### src/rtl/tdm_deframer_pkg.sv
package tdm_deframer_pkg;
  localparam int DLY_W  = 3;
  localparam int QUAD_N = 4;

  typedef enum logic [1:0] {
    RATE_2M  = 2'd0,
    RATE_4M  = 2'd1,
    RATE_8M  = 2'd2,
    RATE_RSV = 2'd3
  } rate_e;

  typedef struct packed {
    rate_e             rate;
    logic [DLY_W-1:0]  dly;
    logic [QUAD_N-1:0] qen;
  } cfg_t;

  // log2 of master cycles per bit
  function automatic logic [1:0] rate_shift(rate_e r);
    case (r)
      RATE_8M: rate_shift = 2'd1;
      RATE_4M: rate_shift = 2'd2;
      default: rate_shift = 2'd3;
    endcase
  endfunction
endpackage

### src/rtl/tdm_frame_ctl.sv
module tdm_frame_ctl
  import tdm_deframer_pkg::*;
#(
  parameter int FRM_W = 11
) (
  input  logic             clk_i,
  input  logic             rst_ni,
  input  logic             fp_ni,
  input  cfg_t             cfg_i,
  output logic             bnd_o,
  output logic             restart_o,
  output logic             lock_o,
  output cfg_t             cfg_o,
  output logic [FRM_W-1:0] fcnt_o
);
  logic fp_q;

  assign bnd_o     = fp_q & ~fp_ni;
  assign restart_o = bnd_o & (cfg_i != cfg_o);

  always_ff @(posedge clk_i or negedge rst_ni) begin
    if (!rst_ni) begin
      fp_q   <= 1'b1;
      fcnt_o <= '0;
      cfg_o  <= '0;
      lock_o <= 1'b0;
    end else begin
      fp_q <= fp_ni;
      if (bnd_o) begin
        fcnt_o <= '0;
        cfg_o  <= cfg_i;
        lock_o <= 1'b1;
      end else begin
        fcnt_o <= fcnt_o + FRM_W'(1);
      end
    end
  end
endmodule

### src/rtl/tdm_bit_pos.sv
module tdm_bit_pos
  import tdm_deframer_pkg::*;
#(
  parameter int FRM_W = 11,
  parameter int BIT_W = 3,
  parameter int CH_W  = FRM_W - BIT_W - 1
) (
  input  logic [FRM_W-1:0] fcnt_i,
  input  cfg_t             cfg_i,
  output logic             smp_o,
  output logic [BIT_W-1:0] bit_o,
  output logic [CH_W-1:0]  ch_o,
  output logic [1:0]       quad_o
);
  localparam int Q_BASE = FRM_W - BIT_W - 2;

  logic [1:0]       shf;
  logic [3:0]       qsh;
  logic [FRM_W-1:0] off, pos, mask;
  logic [FRM_W-2:0] bidx;

  always_comb begin
    shf    = rate_shift(cfg_i.rate);
    off    = FRM_W'(cfg_i.dly) << shf;
    // delay wraps the stream position back into the previous frame period
    pos    = fcnt_i - off;
    mask   = (FRM_W'(1) << shf) - FRM_W'(1);
    smp_o  = (pos & mask) == mask;
    bidx   = (FRM_W-1)'(pos >> shf);
    bit_o  = bidx[BIT_W-1:0];
    ch_o   = bidx[BIT_W +: CH_W];
    qsh    = 4'(Q_BASE) - {2'b00, shf};
    quad_o = 2'(ch_o >> qsh);
  end
endmodule

### src/rtl/tdm_byte_asm.sv
module tdm_byte_asm #(
  parameter int CH_BITS = 8,
  parameter int CH_W    = 7,
  parameter int QUAD_N  = 4,
  localparam int BIT_W  = $clog2(CH_BITS)
) (
  input  logic               clk_i,
  input  logic               rst_ni,
  input  logic               sd_i,
  input  logic               smp_i,
  input  logic [BIT_W-1:0]   bit_i,
  input  logic [CH_W-1:0]    ch_i,
  input  logic [1:0]         quad_i,
  input  logic [QUAD_N-1:0]  qen_i,
  input  logic               lock_i,
  input  logic               restart_i,
  output logic [CH_BITS-1:0] data_o,
  output logic [CH_W-1:0]    ch_o,
  output logic               valid_o
);
  logic [CH_BITS-2:0] sh_q;
  logic               run_q;
  logic               last_bit, first_bit;

  assign last_bit  = bit_i == BIT_W'(CH_BITS - 1);
  assign first_bit = (bit_i == '0) && (ch_i == '0);

  always_ff @(posedge clk_i or negedge rst_ni) begin
    if (!rst_ni) begin
      sh_q    <= '0;
      run_q   <= 1'b0;
      data_o  <= '0;
      ch_o    <= '0;
      valid_o <= 1'b0;
    end else begin
      valid_o <= 1'b0;
      if (smp_i) begin
        sh_q <= {sh_q[CH_BITS-3:0], sd_i};
        if (last_bit && run_q) begin
          data_o  <= {sh_q, sd_i | qen_i[quad_i]};
          ch_o    <= ch_i;
          valid_o <= 1'b1;
        end
      end
      // new settings: hold output until channel 0 starts again
      if (restart_i)                            run_q <= 1'b0;
      else if (smp_i && first_bit && lock_i)    run_q <= 1'b1;
    end
  end
endmodule

### src/rtl/tdm_deframer.sv
module tdm_deframer
  import tdm_deframer_pkg::*;
#(
  parameter int  FRM_W   = 11,
  parameter int  CH_BITS = 8,
  localparam int BIT_W   = $clog2(CH_BITS),
  localparam int CH_W    = FRM_W - BIT_W - 1
) (
  input  logic               clk_i,
  input  logic               rst_ni,
  input  logic               fp_ni,
  input  logic               sd_i,
  input  logic [1:0]         rate_i,
  input  logic [DLY_W-1:0]   dly_i,
  input  logic [QUAD_N-1:0]  quad_en_i,
  output logic [CH_BITS-1:0] ch_data_o,
  output logic [CH_W-1:0]    ch_num_o,
  output logic               ch_valid_o
);
  cfg_t             cfg_in, act_cfg;
  logic             bnd, restart, lock, smp;
  logic [FRM_W-1:0] fcnt;
  logic [BIT_W-1:0] bit_idx;
  logic [CH_W-1:0]  ch_idx;
  logic [1:0]       quad;

  assign cfg_in = '{rate: rate_e'(rate_i), dly: dly_i, qen: quad_en_i};

  tdm_frame_ctl #(.FRM_W(FRM_W)) u_ctl (
    .clk_i, .rst_ni, .fp_ni,
    .cfg_i     (cfg_in),
    .bnd_o     (bnd),
    .restart_o (restart),
    .lock_o    (lock),
    .cfg_o     (act_cfg),
    .fcnt_o    (fcnt)
  );

  tdm_bit_pos #(.FRM_W(FRM_W), .BIT_W(BIT_W), .CH_W(CH_W)) u_pos (
    .fcnt_i (fcnt),
    .cfg_i  (act_cfg),
    .smp_o  (smp),
    .bit_o  (bit_idx),
    .ch_o   (ch_idx),
    .quad_o (quad)
  );

  tdm_byte_asm #(.CH_BITS(CH_BITS), .CH_W(CH_W), .QUAD_N(QUAD_N)) u_asm (
    .clk_i, .rst_ni, .sd_i,
    .smp_i     (smp),
    .bit_i     (bit_idx),
    .ch_i      (ch_idx),
    .quad_i    (quad),
    .qen_i     (act_cfg.qen),
    .lock_i    (lock),
    .restart_i (restart),
    .data_o    (ch_data_o),
    .ch_o      (ch_num_o),
    .valid_o   (ch_valid_o)
  );
endmodule

### config.mk
export PLATFORM = sky130hd
export DESIGN_NAME = tdm_deframer
export DESIGN_NICKNAME = d
export VERILOG_FILES = /design/src/rtl/tdm_deframer_pkg.sv /design/src/rtl/tdm_frame_ctl.sv /design/src/rtl/tdm_bit_pos.sv /design/src/rtl/tdm_byte_asm.sv /design/src/rtl/tdm_deframer.sv
export SDC_FILE = /design/constraint.sdc
export NUM_CORES = 1
export LEC_CHECK = 0
export ABC_AREA = 1
export BUFFER_PORTS_ARGS = -buffer_cell sky130_fd_sc_hd__buf_2
export CORE_MARGIN = 10
export CORE_UTILIZATION = 45
export DETAILED_ROUTE_END_ITERATION = 16
export GPL_ROUTABILITY_DRIVEN = 0
export HOLD_SLACK_MARGIN = 0.15
export SLEW_MARGIN = 20
export SYNTH_ARGS = -nofsm -noshare
export SYNTH_HDL_FRONTEND = slang
export SYNTH_SLANG_ARGS = --single-unit
### constraint.sdc
create_clock -name clk_i -period 4.06 [get_ports clk_i]
set_input_delay 0.609 -clock clk_i [delete_from_list [all_inputs] [get_ports clk_i]]
set_output_delay 0.609 -clock clk_i [all_outputs]
set_load 0.005 [all_outputs]
[Yosys cells after proc, flatten, opt, wreduce, memory -nomap -nowiden]
Index checks and enable logic that the tools add are counted.
Word-level totals
  output and inout port bits: 16
  input port bits: 13
  flip-flop bits (word level): 46
Operators by class
  bitwise gates (word level): 5
  reductions and logical operators: 8
  equal/unequal tests: 5
  shift operators: 4
  $lt $le $gt $ge: 1
  add/subtract/negate cells: 4
  mux-type cells: 8
Operator list (number)
  $add 11x1->11 const B: 1
  $and 11x11->11: 1
  $eq 11x11->1: 1
  $mux 11: 1
  $shl 1x2->11 const A: 1
  $shl 3x2->11: 1
  $shr 11x2->10: 1
  $sub 11x11->11: 1
  $sub 11x2->11 const B: 1
  $ne 9x9->1: 1
  $logic_not 7->1: 1
  $shr 7x4->2: 1
  $mux 1: 5
  $logic_and 1x1->1: 4
  $pmux 2 s2: 1
  $sub 3x2->4 const A: 1
  $eq 3x3->1 const B: 1
  $logic_not 3->1: 1
  $lt 2x3->1 const B: 1
  $and 1x1->1: 2
  $bmux 1 s2: 1
  $eq 2x1->1 const B: 1
  $eq 2x2->1 const B: 1
  $reduce_and 2->1: 1
  3 further kinds: 3

[Logic depth before layout (Yosys ltp)]
Gate-level depths: netlist (run 1).
  depth after elaboration: 11
  mapped depth: 27
  mapped depth without buffers: 26

[Hierarchy]
From an unflattened synthesis (run 1), not the netlist that was laid out.
Unflattened totals
  cell total of the unflattened synthesis: 465
  area total of the unflattened synthesis: 3238.1 µm²
Modules (own cells, without submodules)
  tdm_bit_pos: area an instance 1201.2 µm², sequential area each 0.0 µm², times used 1, cells each 220
  tdm_frame_ctl: area an instance 1052.3 µm², sequential area each 551.8 µm², times used 1, cells each 133
  tdm_byte_asm: area an instance 984.7 µm², sequential area each 600.6 µm², times used 1, cells each 112

[Worst setup path after synthesis (run 1)]
Ideal clock, no wire load.
  kind: register -> register
  start: reg u_ctl.cfg_o[8] in the netlist's numbering
  end: reg u_asm.data_o[0]
  arrival: 3.056 ns
  period minus slack after synthesis: 3.169 ns
  required time: 3.947 ns
  buffers on the path: 2
  cell stages (with the launch flop): 22
  slack: 0.891 ns
  setup time: 0.113 ns
  cell sequence: dfrtp_1 -> inv_1 -> ha_1 -> clkbuf_1 -> clkbuf_1 -> nand2_1 -> o21ai_0 -> nand2_1 -> fa_1 -> nand3_1 -> nand3_1 -> xnor2_1 -> nor2_1 -> a31oi_1 -> nand2_1 -> nand2_1 -> nor2_2 -> nand2_4 -> inv_4 -> or2_0 -> nand2_1 -> inv_1
On the way
  word-level cells in the longest chain between the ends: 9
  elaborated cells on any way between the ends: 18
  classes of those cells: 3 x add/sub; 4 x eq/ne; 4 x shift; 3 x mux; 2 x bitwise; 2 x reduce/logical
Ends and longest elaborated chain
  start: declaration: line tdm_frame_ctl.sv:13  | output cfg_t cfg_o,
  start signal: assignment: line tdm_frame_ctl.sv:31  | cfg_o <= cfg_i;
  $eq 2x1->1 or $eq 2x2->1 (tied branches): line tdm_deframer_pkg.sv:20  | case (r)
  $pmux 2 s2 *: line tdm_deframer_pkg.sv:20
  $shl 3x2->11: line tdm_bit_pos.sv:24  | off = FRM_W'(cfg_i.dly) << shf;
  $sub 11x11->11: line tdm_bit_pos.sv:26  | pos = fcnt_i - off;
  $shr 11x2->10: line tdm_bit_pos.sv:29  | bidx = (FRM_W-1)'(pos >> shf);
  $shr 7x4->2: line tdm_bit_pos.sv:33  | quad_o = 2'(ch_o >> qsh);
  $bmux 1 s2: line tdm_byte_asm.sv:40  | data_o <= {sh_q, sd_i | qen_i[quad_i]};
  $mux 1 (not written as such): line tdm_byte_asm.sv:40
  $or 1x1->1: line tdm_byte_asm.sv:40
  end signal: assignment: line tdm_byte_asm.sv:40
  end: declaration: line tdm_byte_asm.sv:17  | output logic [CH_BITS-1:0] data_o,
Mark *: on every way between the ends. The rest lies on a longest branch, timed or not. The select of a mux whose other input is x is not followed.
A chain may end at the register's enable or synchronous reset.

[Final worst setup path (run 1)]
Same ends and word-level chain as after synthesis.

==> flow_metrics.py, run 1 <==
metrics = {
    "run_status": {
        "outcome": "completed",
    },
    "detailed_routing": {
        "wl_met2_um": 3230,
        "drc": 0,
        "drt-initial-drc-count": 150,
        "detail-route-antenna-nets": 0,
        "wl_met1_um": 3600,
        "route.met3.wl_um": 344,
        "wirelength_um": 7260,
        "num_vias": 2710,
        "wl_per_cell_um": 14.0,
        "highest_layer": "met4",
        "avgViaCountPerCell": 5.21,
        "drtPass1Iterations": 4,
    },
    "setup_path": {
        "reg2reg_to": "u_asm.data_o[0]",
        "end_kind": "register",
        "critPathMaxStageDelay_ns": 0.44,
        "r2r_start": "u_ctl.cfg_o[8]",
        "critPathRequiredTime_ns": 4.27,
        "worstPathMaxFanout": 24,
        "critPathArrivalTime_ns": 3.82,
        "crit_type": "register to register",
        "crit_chain": "inv_1 -> ha_1 -> clkinv_1 -> o21ai_0 -> o21ai_0 -> ha_1 -> nand3_1 -> nand3_1 -> xnor2_1 -> nor2_1 -> a31oi_1 -> nand2_1 -> nand2_1 -> nor2_2 -> nand2_4 -> inv_4 -> or2_0 -> nand2_1 -> inv_1",
        "cpMostUsedCell": "nand2_1",
        "start_kind": "register",
        "crit_slowest_cell": "dfrtp_1",
        "reg2reg_depth": 19,
        "reg2reg_slack_ns": 0.45,
    },
    "floorplanning": {
        "die_area_mm2": 0.0104,
        "rows": 29,
        "die_h_um": 102,
        "die_w_um": 102,
        "core-area_mm2": 0.00642,
        "num_io_pins": 29,
        "start_util_pct": 46.8,
    },
    "timing": {
        "min_period_ns": 3.61,
        "worstMarginPinSlew_ns": 0.596,
        "finalCritPeriodShare_pct": 89.0,
        "rsz0062_at_grt": "no",
        "slew_violations": 0,
        "fmax_ghz": 0.277,
        "setup_tns_ns": 0,
        "slew_headroom_pct": 60.3,
        "setup_slack_ns": 0.448,
        "hold_viol": 0,
        "setup_viol": 0,
        "skew_ns": 0.00759,
    },
    "min_path": {
        "holdCritPathClass": "primary input to asynchronous set/reset pin",
    },
    "clocking": {
        "cts.clk_slew.worst_paths_ns": 0.10,
        "cts_htree_levels": 2,
        "clock_sinks": 46,
        "root_buffer": "clkbuf_8",
        "numCtsBuffers": 5,
        "cts_tree": "yes",
        "clk_latency_ns": 0.30,
        "cts_hold_buf": 0,
        "cts.path.max_buffers": 2,
        "post_cts.repair.setup_buffers": 0,
    },
    "global_routing": {
        "grt_pass1_wl_um": 12700,
        "antenna_found_initial": 0,
        "track_usage_pct": 14.9,
        "overflow": 0,
        "grt_pass1_vias": 2698,
        "grt_max_degree": 47,
    },
    "placement": {
        "hpwl_um": 5500,
        "pre_cts_slack_ns": 0.347,
        "port_buffers": 28,
        "placed_cells": 512,
    },
    "synth": {
        "syn_avg_cell_area_um2": 7.28,
        "synth_nets": 439,
        "yosysWarningCount": 0,
        "syn_inst": 413,
        "yosysUniqueCellTypes": 39,
        "yosysSeqAreaShare_pct": 38.3,
        "ys_seq_elements": 46,
        "synth_area_mm2": 0.00301,
    },
    "layout": {
        "diodes": 0,
        "n_fill_cell": 664,
        "drive_above_1_share_pct": 15.3,
        "fin_nets": 468,
        "synthToLayoutAreaGrowth_pct": 11.2,
        "stdcell_count": 520,
    },
    "power": {
        "ir_worst_vdd_mv": 0.248,
        "leakagePower_nw": 1.74,
        "powerDensity_mw_per_mm2": 534,
    },
    "job": {
        "maxCapViolations": 0,
    },
}
## cell usage after synthesis, drive strengths merged
master | n | share of area, %
a211oi | 1 | 0.25
a21oi | 9 | 1.5
a221oi | 3 | 0.87
a31oi | 5 | 1.0
a41oi | 1 | 0.29
and2 | 1 | 0.21
buf | 5 | 1.2
clkbuf | 6 | 0.75
clkinv | 3 | 0.37
dfrtp | 45 | 37
dfstp | 1 | 0.87
fa | 1 | 0.67
ha | 12 | 5.0
inv | 49 | 6.2
nand2 | 120 | 16
nand3 | 49 | 8.5
nand3b | 1 | 0.25
nand4 | 7 | 1.5
nor2 | 32 | 4.4
nor3 | 5 | 0.83
o211ai | 1 | 0.25
o21a | 2 | 0.50
o21ai | 43 | 8.4
o22ai | 2 | 0.42
or2 | 2 | 0.42
xnor2 | 1 | 0.29
xor2 | 6 | 2.0
## cell families after synthesis
kind of cell | after synthesis | synth area share [%]
compound gates | 67 | 13.5
xor+xnor | 7 | 2.29
fa+ha+maj | 13 | 5.66
buf+inv | 63 | 8.57
flops | 46 | 38.3
simple gates | 217 | 31.6
## sequential cells by signal, summed over array words and instances, names as in the netlist
register and cells:
u_asm.run_q 1, u_ctl.fp_q 1, u_asm.ch_o 7, u_asm.valid_o 1
u_ctl.fcnt_o 11, u_ctl.lock_o 1, u_ctl.cfg_o 9, u_asm.data_o 8
u_asm.sh_q 7
## where the power goes
part | total (mW) | switching, mW | internal (mW) | leakage (nW)
sequential | 0.567 | 0.0440 | 0.523 | 0.606
combinational | 0.862 | 0.567 | 0.295 | 1.08
clock | 0.354 | 0.169 | 0.185 | 0.0585
total | 1.78 | 0.781 | 1.00 | 1.74
## metrics by stage
step,hold WS [ns],utilization (%),power [mW],instance area [um2]
finish,0.298,52.0,1.78,3340
floorplan,0.313,-,1.22,3010
detailed placement,0.452,50.1,1.43,3220
global route,0.346,52.0,1.95,3340
CTS,0.395,51.9,1.79,3330
global placement,0.451,50.1,1.43,3220
## layer usage
layer | vias up | global-route usage, %
met5 | - | 0
met4 | 0 | 4.07
met3 | 11 | 2.59
met2 | 58 | 23.8
met1 | 1235 | 20.2
li1 | 1406 | -
## critical path, delay by kind of cell (launching register included)
family / cells / cell delay [ns]
simple gates: 9 / 1.10
compound gates: 3 / 0.67
fa+ha+maj: 2 / 0.55
buf+inv: 4 / 0.47
flops: 1 / 0.44
xor+xnor: 1 / 0.29
## cell usage in the layout (no fill, tap or decap), drive strengths merged, types with 5 or more instances in the layout
master / instances
nand2: 120
inv: 50
nand3: 49
dfrtp: 45
o21ai: 43
buf: 33
nor2: 32
ha: 12
a21oi: 9
nand4: 7
xor2: 6
nor3: 5
a31oi: 5
clkbuf: 5
## area by class of cell
class	instances	area (um2)	share of cell area [%]
repair buffers	33	180	5.39
multi-input cells	304	1600	47.8
clock buffers	5	68.8	2.06
clock inverters	3	43.8	1.31
well taps	77	96.3	2.88
flip-flops and latches	46	1150	34.5
inverters	52	201	6.03
## worst max path at each step
stage,endpoint,startpoint,slack (ns),depth (start not counted)
2_1_floorplan,u_asm.data_o[0],u_ctl.cfg_o[8],0.89,21
3_3_place_gp,u_asm.data_o[0],u_ctl.cfg_o[8],0.43,22
3_5_place_dp,u_asm.data_o[0],u_ctl.cfg_o[8],0.35,19
4_1_cts,u_asm.data_o[0],u_ctl.cfg_o[8],0.31,19
5_1_grt,u_asm.data_o[0],u_ctl.cfg_o[8],0.12,19
6_report,u_asm.data_o[0],u_ctl.cfg_o[8],0.45,19
## what timing repair did
| action | 4_1_cts | 5_1_grt |
|---|---|---|
| endpoints found under the setup margin | 0 | 1 |
| gates resized for setup | 0 | 2 |
| endpoints found under the hold margin | 0 | 0 |
No activity file was read; power rests on OpenSTA's default activity.
==> run 2, diff against run 1 <==
BUFFER_PORTS_ARGS = not set   (was -buffer_cell sky130_fd_sc_hd__buf_2)
DONT_BUFFER_PORTS = 1   (was not set)
==> flow_metrics.py, run 2 (same netlist as run 1, synthesis figures left out) <==
metrics = {
    "timing": {
        "slew_headroom_pct": 74.7,
        "skew_ns": 0.00511,
        "setup_tns_ns": 0,
        "slew_violations": 0,
        "rsz0062_at_grt": "no",
        "worstMarginPinSlew_ns": 0.375,
        "hold_slack_ns": 0.145,
        "fmax_ghz": 0.279,
        "setup_viol": 0,
        "min_period_ns": 3.59,
        "hold_viol": 0,
        "finalCritPeriodShare_pct": 88.3,
    },
    "global_routing": {
        "track_usage_pct": 14.9,
        "overflow": 0,
        "grt_pass1_wl_um": 12500,
        "grt_util_met1_pct": 20.2,
        "grt_pass1_vias": 2544,
        "grt_busiest_layer": "met2",
        "grt_use_met3_pct": 2.93,
        "met2_usage_pct": 23.2,
        "antenna_found_initial": 0,
        "grt_max_degree": 47,
    },
    "power": {
        "ir_worst_vdd_mv": 0.215,
        "leakagePower_nw": 1.60,
        "powerDensity_mw_per_mm2": 536,
    },
    "setup_path": {
        "reg2reg_slack_ns": 0.47,
        "reg2reg_depth": 21,
        "end_kind": "register",
        "critPathArrivalTime_ns": 3.79,
        "worstPathMaxFanout": 24,
        "reg2reg_to": "u_asm.data_o[0]",
        "crit_type": "register to register",
        "start_kind": "register",
        "r2r_start": "u_ctl.cfg_o[8]",
        "critPathRequiredTime_ns": 4.26,
    },
    "clocking": {
        "cts.path.max_buffers": 2,
        "cts.clk_slew.worst_paths_ns": 0.09,
        "clk_latency_ns": 0.30,
        "clock_sinks": 46,
        "root_buffer": "clkbuf_8",
        "cts_htree_levels": 2,
        "post_cts.repair.setup_buffers": 0,
        "numCtsBuffers": 5,
        "cts_tree": "yes",
    },
    "layout": {
        "layout_commonest_cell": "nand2_1",
        "top_regs": "u_ctl.fcnt_o x11, u_ctl.cfg_o x9, u_asm.data_o x8",
        "drive_above_1_share_pct": 9.62,
        "final_cell_mix": "115 x nand2_1, 47 x inv_1, 47 x nand3_1",
        "register_area_mm2": 0.00115,
        "stdcell_count": 493,
        "largest_register_ffs": 11,
        "synthToLayoutAreaGrowth_pct": 6.45,
        "n_fill_cell": 639,
        "multi_input_area_mm2": 0.00160,
        "diodes": 0,
        "top_register": "u_ctl.fcnt_o",
        "fin_nets": 441,
    },
    "placement": {
        "placed_cells": 484,
        "hpwl_um": 5720,
        "port_buffers": 0,
    },
    "detailed_routing": {
        "avgViaCountPerCell": 5.35,
        "num_vias": 2636,
        "drt-initial-drc-count": 151,
        "detail-route-antenna-nets": 0,
        "drtPass1Iterations": 4,
        "drc": 0,
        "wl_per_cell_um": 15.0,
        "wirelength_um": 7380,
    },
    "floorplanning": {
        "start_util_pct": 46.8,
        "num_io_pins": 29,
        "die_area_mm2": 0.0104,
        "die_h_um": 102,
        "die_w_um": 102,
        "core-area_mm2": 0.00642,
        "rows": 29,
    },
    "run_status": {
        "outcome": "completed",
    },
    "job": {
        "maxCapViolations": 0,
    },
    "min_path": {
        "holdCritPathClass": "primary input to asynchronous set/reset pin",
    },
}
[run 2: changes by cell type in the layout (fill, tap and decap cells not counted), sizes merged]
cell / change
buf: -27
bufinv: -1
clkbuf: +1
clkinv: +1
inv: -1
[run 2: what timing repair did]
item,CTS,global route
endpoints found under the setup margin,0,2
hold endpoints to repair,46,0
hold buffers,1,0
resized for setup,0,2
[run 2: cell type report]
type                       instances  share of cell area, %
tap                               77                   3.01
sequential                        46                   36.0
clock buffer                       6                   2.27
clock inverter                     2                  0.430
multi-input combinational        304                   50.0
inverter                          52                   6.29
timing repair buffer               6                   2.03
[run 2: report_power, final]
| part | switching [mW] | internal (mW) | leakage [nW] |
|---|---|---|---|
| sequential | 0.0467 | 0.523 | 0.606 |
| clock | 0.162 | 0.122 | 0.0452 |
| combinational | 0.574 | 0.287 | 0.953 |
| total | 0.783 | 0.932 | 1.60 |
[run 2: how the worst max path moves through the flow]
stage                        start              end  slack, ns  depth (start not counted)
floorplan           u_ctl.cfg_o[8]  u_asm.data_o[0]       0.89                         21
global placement    u_ctl.cfg_o[8]  u_asm.data_o[0]       0.43                         21
detailed placement  u_ctl.cfg_o[8]  u_asm.data_o[0]       0.40                         21
CTS                 u_ctl.cfg_o[8]    u_asm.ch_o[5]       0.37                         20
global route        u_ctl.cfg_o[8]    u_asm.ch_o[5]       0.07                         20
finish              u_ctl.cfg_o[8]  u_asm.data_o[0]       0.47                         21
[run 2: per-layer routing]
layer | wire length (um) | vias up
met3 | 342 | 6
met2 | 3390 | 55
met1 | 3560 | 1229
li1 | - | 1346
met5 | 0 | -
met4 | 80 | 0
[run 2: worst max-delay path: stages, from the launching register on]
cell,delay [ns]
dfrtp_1,0.43
inv_1,0.11
ha_1,0.17
clkinv_1,0.24
o21ai_0,0.33
o21ai_0,0.13
ha_1,0.39
nand2_1,0.08
nand2_1,0.09
inv_1,0.06
nand2_2,0.09
xor2_2,0.20
o21ai_1,0.12
o21a_1,0.20
nor2_1,0.11
nand2_1,0.08
nor2_2,0.12
nand2_4,0.20
nor2_1,0.15
nand3_1,0.09
nand2_1,0.06
inv_1,0.03
[run 2: metrics by stage]
stage / area [um2] / utilization [%] / power, mW / worst slack, ns
6_report: 3200 / 49.8 / 1.72 / 0.474
5_1_grt: 3200 / 49.8 / 1.88 / 0.0740
3_5_place_dp: 3080 / 48.0 / 1.42 / 0.399
2_1_floorplan: 3010 / - / 1.22 / 0.891
4_1_cts: 3190 / 49.7 / 1.72 / 0.370
3_3_place_gp: 3080 / 48.0 / 1.41 / 0.435
